`config.mk`:
```
export PLATFORM = sky130hd
export DESIGN_NAME = burst_read_seq
export DESIGN_NICKNAME = d
export VERILOG_FILES = /design/src/rtl/bsq_pkg.sv /design/src/rtl/bsq_wait_ctr.sv /design/src/rtl/bsq_addr_ctr.sv /design/src/rtl/bsq_bank_sel.sv /design/src/rtl/burst_read_seq.sv
export SDC_FILE = /design/constraint.sdc
export NUM_CORES = 1
export LEC_CHECK = 0
export ABC_AREA = 1
export ABC_CLOCK_PERIOD_IN_PS = 2200
export CORE_MARGIN = 2
export CORE_UTILIZATION = 48
export DETAILED_ROUTE_END_ITERATION = 10
export PLACE_DENSITY = 0.88
export SETUP_SLACK_MARGIN = 0.05
export SLEW_MARGIN = 20
export SYNTH_ARGS = -nofsm -noshare
export SYNTH_HDL_FRONTEND = slang
export SYNTH_SLANG_ARGS = --single-unit
export TNS_END_PERCENT = 50
```
`constraint.sdc`:
```
create_clock -name clk -period 2.2 [get_ports clk]
set_clock_uncertainty 0.05 [all_clocks]
set_input_delay 0.55 -clock clk [delete_from_list [all_inputs] [get_ports clk]]
set_output_delay 0.55 -clock clk [all_outputs]
set_load 0.02 [all_outputs]
```
`src/rtl/bsq_pkg.sv`:
```
package bsq_pkg;

  localparam int LAT_MIN = 2;
  localparam int LAT_MAX = 7;

  typedef enum logic [2:0] {
    ST_IDLE,
    ST_LAT,
    ST_RUN,
    ST_GAP,
    ST_STAT
  } seq_state_e;

  // Latency codes below the minimum are raised to the minimum.
  function automatic logic [2:0] lat_of(input logic [2:0] code);
    return (code < 3'(LAT_MIN)) ? 3'(LAT_MIN) : code;
  endfunction

endpackage

```
`src/rtl/bsq_wait_ctr.sv`:
```
module bsq_wait_ctr #(
  parameter int CW = 3
) (
  input  logic          clk,
  input  logic          rst_n,
  input  logic          load,
  input  logic [CW-1:0] load_val,
  input  logic          count,
  output logic          expire
);

  logic [CW-1:0] cnt_q;

  always_ff @(posedge clk or negedge rst_n) begin
    if (!rst_n)     cnt_q <= '0;
    else if (load)  cnt_q <= load_val;
    else if (count) cnt_q <= cnt_q - 1'b1;
  end

  assign expire = (cnt_q == CW'(1));

endmodule

```
`src/rtl/bsq_addr_ctr.sv`:
```
module bsq_addr_ctr #(
  parameter int ADDR_W = 10,
  parameter int LINE_W = 7,
  parameter int BANK_W = 8
) (
  input  logic              clk,
  input  logic              rst_n,
  input  logic              load,
  input  logic [ADDR_W-1:0] load_addr,
  input  logic              step,
  output logic [ADDR_W-1:0] addr,
  output logic [ADDR_W-1:0] next_addr,
  output logic              line_cross,
  output logic              bank_cross
);

  logic [ADDR_W-1:0] addr_q;

  always_ff @(posedge clk or negedge rst_n) begin
    if (!rst_n)     addr_q <= '0;
    else if (load)  addr_q <= load_addr;
    else if (step)  addr_q <= next_addr;
  end

  // Natural overflow wraps the top address to zero.
  assign next_addr  = addr_q + ADDR_W'(1);
  assign line_cross = (next_addr[LINE_W-1:0] == '0);
  assign bank_cross = (next_addr[ADDR_W-1:BANK_W] != addr_q[ADDR_W-1:BANK_W]);
  assign addr       = addr_q;

endmodule

```
`src/rtl/bsq_bank_sel.sv`:
```
module bsq_bank_sel #(
  parameter int BIDX_W = 2
) (
  input  logic [(1<<BIDX_W)-1:0] busy,
  input  logic [BIDX_W-1:0]      idx,
  output logic                   hit
);

  localparam int NB = 1 << BIDX_W;

  logic [NB-1:0] match;

  for (genvar b = 0; b < NB; b++) begin : g_bank
    assign match[b] = busy[b] && (idx == BIDX_W'(b));
  end

  assign hit = |match;

endmodule

```
`src/rtl/burst_read_seq.sv`:
```
module burst_read_seq
  import bsq_pkg::*;
#(
  parameter int ADDR_W  = 10,
  parameter int LINE_W  = 7,
  parameter int BANK_W  = 8,
  parameter int PEN_CYC = 1
) (
  input  logic                            clk,
  input  logic                            rst_n,
  input  logic                            ce_n,
  input  logic                            adv_n,
  input  logic [ADDR_W-1:0]               start_addr,
  input  logic [2:0]                      lat_code,
  input  logic [(1<<(ADDR_W-BANK_W))-1:0] bank_busy,
  output logic [ADDR_W-1:0]               rd_addr,
  output logic                            word_valid,
  output logic                            stat_sel
);

  localparam int BIDX_W = ADDR_W - BANK_W;
  localparam int CMAX   = (PEN_CYC > LAT_MAX) ? PEN_CYC : LAT_MAX;
  localparam int CW     = $clog2(CMAX + 1);

  seq_state_e        st_q, st_d;
  logic              ld_addr, step;
  logic              t_load, t_count, t_expire;
  logic [CW-1:0]     t_val;
  logic [ADDR_W-1:0] addr, next_addr;
  logic              line_cross, bank_cross, next_busy;

  bsq_addr_ctr #(
    .ADDR_W(ADDR_W), .LINE_W(LINE_W), .BANK_W(BANK_W)
  ) u_addr (
    .clk       (clk),
    .rst_n     (rst_n),
    .load      (ld_addr),
    .load_addr (start_addr),
    .step      (step),
    .addr      (addr),
    .next_addr (next_addr),
    .line_cross(line_cross),
    .bank_cross(bank_cross)
  );

  bsq_bank_sel #(.BIDX_W(BIDX_W)) u_bank (
    .busy(bank_busy),
    .idx (next_addr[ADDR_W-1:BANK_W]),
    .hit (next_busy)
  );

  bsq_wait_ctr #(.CW(CW)) u_wait (
    .clk     (clk),
    .rst_n   (rst_n),
    .load    (t_load),
    .load_val(t_val),
    .count   (t_count),
    .expire  (t_expire)
  );

  // Priority: chip enable release, then address latch, then state progress.
  always_comb begin
    st_d    = st_q;
    ld_addr = 1'b0;
    step    = 1'b0;
    t_load  = 1'b0;
    t_val   = '0;
    t_count = 1'b0;
    if (ce_n) begin
      st_d = ST_IDLE;
    end else if (!adv_n) begin
      st_d    = ST_LAT;
      ld_addr = 1'b1;
      t_load  = 1'b1;
      t_val   = CW'(lat_of(lat_code));
    end else begin
      case (st_q)
        ST_LAT: begin
          if (t_expire) st_d = ST_RUN;
          else          t_count = 1'b1;
        end
        ST_RUN: begin
          step = 1'b1;
          if (bank_cross && next_busy) begin
            st_d = ST_STAT;
          end else if (line_cross && (PEN_CYC > 0)) begin
            st_d   = ST_GAP;
            t_load = 1'b1;
            t_val  = CW'(PEN_CYC);
          end
        end
        ST_GAP: begin
          if (t_expire) st_d = ST_RUN;
          else          t_count = 1'b1;
        end
        default: st_d = st_q;
      endcase
    end
  end

  always_ff @(posedge clk or negedge rst_n) begin
    if (!rst_n) st_q <= ST_IDLE;
    else        st_q <= st_d;
  end

  assign rd_addr    = addr;
  assign word_valid = (st_q == ST_RUN)  && !ce_n;
  assign stat_sel   = (st_q == ST_STAT) && !ce_n;

endmodule

```
==> metrics.md <==
| Metric | Value |
|---|---|
| Die Ht | `approximately 55 um` |
| CTS max path bufs | `2` |
| Unrepaired setup endpoints after global routing | `yes` |
| YS warnings | `0` |
| First-pass DRT Iterations | `4` |
| Clock sink count | `16` |
| FMAX | `487 MHz` |
| P_leak | `0.788 nW` |
| Worst-Margin Slew | `0.282 ns` |
| Crit Path Max Fanout | `7` |
| Grt ovf | `0` |
| Critical hold path startpoint | `u_wait.cnt_q[1]$_DFFE_PN0P_` |
| Post-synth top cells | `nand2_1 (47), inv_1 (23), nor2_1 (17)` |
| Critical path capture point type | `output port` |
| Total power | `about 0.0011 W` |
| Ys flop type | `dfrtp_1` |
| Antenna-violating nets left | `0` |
| Largest stage delay on the critical path | `0.68 ns` |
| Routed vias/inst | `5.28` |
| Met3 Use GR | `4.37%` |
| Worst slack at placement | `-0.296 ns` |
| Startpoint Class | `flop` |
| Yosys top cell by area | `dfrtp_1` |
| Layout area overhead | `35.3%` |
| Layout cell share with drive strength beyond 1 | `14.4%` |
| Fin cells | `245` |
| First-pass GRT wire length | `4.84 mm` |
| GR peak layer | `met2` |
| Post-Syn Area per Cell | `7.14 sq um` |
| Drt wl/cell | `11.8 um` |
| Reg-to-reg setup timing slack | `0.21 ns` |
| Mapped Area | `1230 sq um` |
| Pins Over Slew Limit | `0` |
| M1 GR Usage | `29.5%` |
| Share of the synthesized area in the top cell type | `32.6%` |
| Critical-path cell list | `clkdlybuf4s50_1` |
| EDFF count, synth | `0` |
| Drt total wl | `2.89 mm` |
| Yosys cell types | `28` |
| Pin count of the biggest net entering global routing | `17` |
| Latest clock arrival within the worst-skew pair | `0.30 ns` |
| Iteration-0 DRC Markers | `41` |
| Worst-path clk slew | `0.10 ns` |
| VDD IR max | `0.502 mV` |
| Rel. slew slack | `81.1%` |
| Critical path type | `flop to output port` |
| Hold Path End | `u_wait.cnt_q[1]$_DFFE_PN0P_` |
| Outcome | `finished, final reports clean` |
| DRC viols | `0` |
| Hold depth | `2` |
| PwrDens | `664 nW/um^2` |
| CTS tree | `yes` |
| Filler cells | `212` |
| IO buf count | `32` |
| Maxcap violations | `0` |
| Reg2Reg Launch Point | `u_addr.addr[1]$_DFFE_PN0P_` |
| CP Data Required Time | `1.60 ns` |
| Clock root buffer | `clkbuf_4` |
| Final instance area | `1660 sq um` |
| Layout net count | `242` |
| Ant. Diodes | `0` |
| Min Tclk post-route | `slightly above 2 ns` |
| Register bit total from synthesis | `16` |
| Hold Crit Class | `flop to flop` |
| IO Pins | `33` |
| Cells on worst reg2reg path | `14` |
| Met2 Use GR | `35.9%` |
| Hold_buf cts | `0` |
| Count leader, synth | `nand2_1` |
| Register area | `400 sq um` |
| Starting Density | `around half` |
| Worst setup margin | `about 0.15 ns` |
| Async S/R FF share, synth | `100%` |
| Routability cong. | `slightly below 0.9` |
| Vias in the first global route | `1162` |
| Setup violators final | `0` |
| H-Tree Level Count | `1` |
| Multi-input gate area | `734 sq um` |
| Number of post-CTS setup repair buffers | `0` |
| # rows | `18` |
| Crit path buf inv count | `1` |
| DIE AREA | `roughly 3000 sq um` |
| Period utilization | `93.3%` |
| Initial antenna violation count | `0` |
| Top cells by area, synth | `dfrtp_1 (33%), nand2_1 (14%), inv_1 (7.0%), nand3_1 (5.7%), nor2_1 (5.2%)` |
| FF-to-FF End | `u_wait.cnt_q[2]$_DFFE_PN0P_` |
| Fin. Hold Viols | `0` |
| Num CTS Buffers | `3` |
| # resized after CTS | `7` |
| Placed Instance Area | `between 1500 and 2000 sq um` |
| Gr usage total | `roughly a quarter` |
| Final setup TNS | `0 ns` |
| Largest delay contributor family on the critical path | `buffers and inverters` |
| Synthesized instance count | `172` |
| Core area | `2450 sq um` |
| Post-DP HPWL | `2.23 mm` |
| Placed Cells | `242` |
| Chip width | `54.6 um` |
| Critical path's slowest cell | `clkdlybuf4s50_1` |
| Seq/Total Area, Yosys | `32.6%` |
| Syn nets | `197` |
| Arrival @ worst endpoint | `1.45 ns` |
| Via Count | `1293` |
## routing by layer
layer	up-vias	share of wire (%)
met4	0	2.9
met5	-	0
li1	646	-
met1	605	47
met3	6	3.9
met2	36	46
## kinds of logic after synthesis
family	after synthesis	share of synthesized area [%]
fa+ha+maj	4	4.07
simple gates	103	41.6
buf+inv	25	7.64
xor+xnor	6	4.28
flops	16	32.6
compound gates	18	9.78
## cell type report
| class | instances | area share [%] |
|---|---|---|
| multi-input cells | 131 | 44.2 |
| flip-flops and latches | 16 | 24.1 |
| repair buffers | 41 | 22.7 |
| inverters | 24 | 5.42 |
| well taps | 30 | 2.26 |
| clock buffers | 3 | 1.35 |
## worst max-delay path by stage
| stage | end | slack, ns | depth (start not counted) | from |
|---|---|---|---|---|
| 2_1_floorplan | u_wait.cnt_q[2]$_DFFE_PN0P_ | 0.29 | 12 | u_addr.addr[0]$_DFFE_PN0P_ |
| 3_3_place_gp | stat_sel | -0.27 | 3 | ce_n |
| 3_5_place_dp | stat_sel | -0.30 | 3 | ce_n |
| 4_1_cts | stat_sel | 0.04 | 3 | ce_n |
| 5_1_grt | u_wait.cnt_q[2]$_DFFE_PN0P_ | 0.04 | 12 | u_addr.addr[1]$_DFFE_PN0P_ |
| 6_report | rd_addr[2] | 0.15 | 1 | u_addr.addr[2]$_DFFE_PN0P_ |
## state kept, by name, indices dropped and copies added (netlist names)
signal        cells
st_q              3
u_addr.addr      10
u_wait.cnt_q      3
## where the power goes
group / leakage (nW) / internal (W) / total, W / switching (W)
clock network: 0.0138 / 0.0000639 / 0.000164 / 0.0000998
registers: 0.198 / 0.000354 / 0.000426 / 0.0000728
logic: 0.576 / 0.000232 / 0.000514 / 0.000283
total: 0.788 / 0.000649 / 0.00110 / 0.000455
## through the flow
step	hold slack [ns]	util, %
3_5_place_dp	0.424	67.2
4_1_cts	0.448	68.2
2_1_floorplan	0.204	-
5_1_grt	0.515	67.7
6_report	0.447	67.7
3_3_place_gp	0.417	67.2
## placed cells by master, fill, tap and decap left out, types with 4 or more instances in the layout
cell,Yosys,layout
nand2_2,6,6
nand3_1,14,14
inv_1,23,23
buf_4,0,9
xor2_1,5,5
dfrtp_1,16,16
o211ai_1,4,4
clkdlybuf4s50_1,0,30
ha_1,4,4
nor2_1,17,17
nand4_1,4,4
nand2_1,47,47
Power figures use the tool's default switching activity.
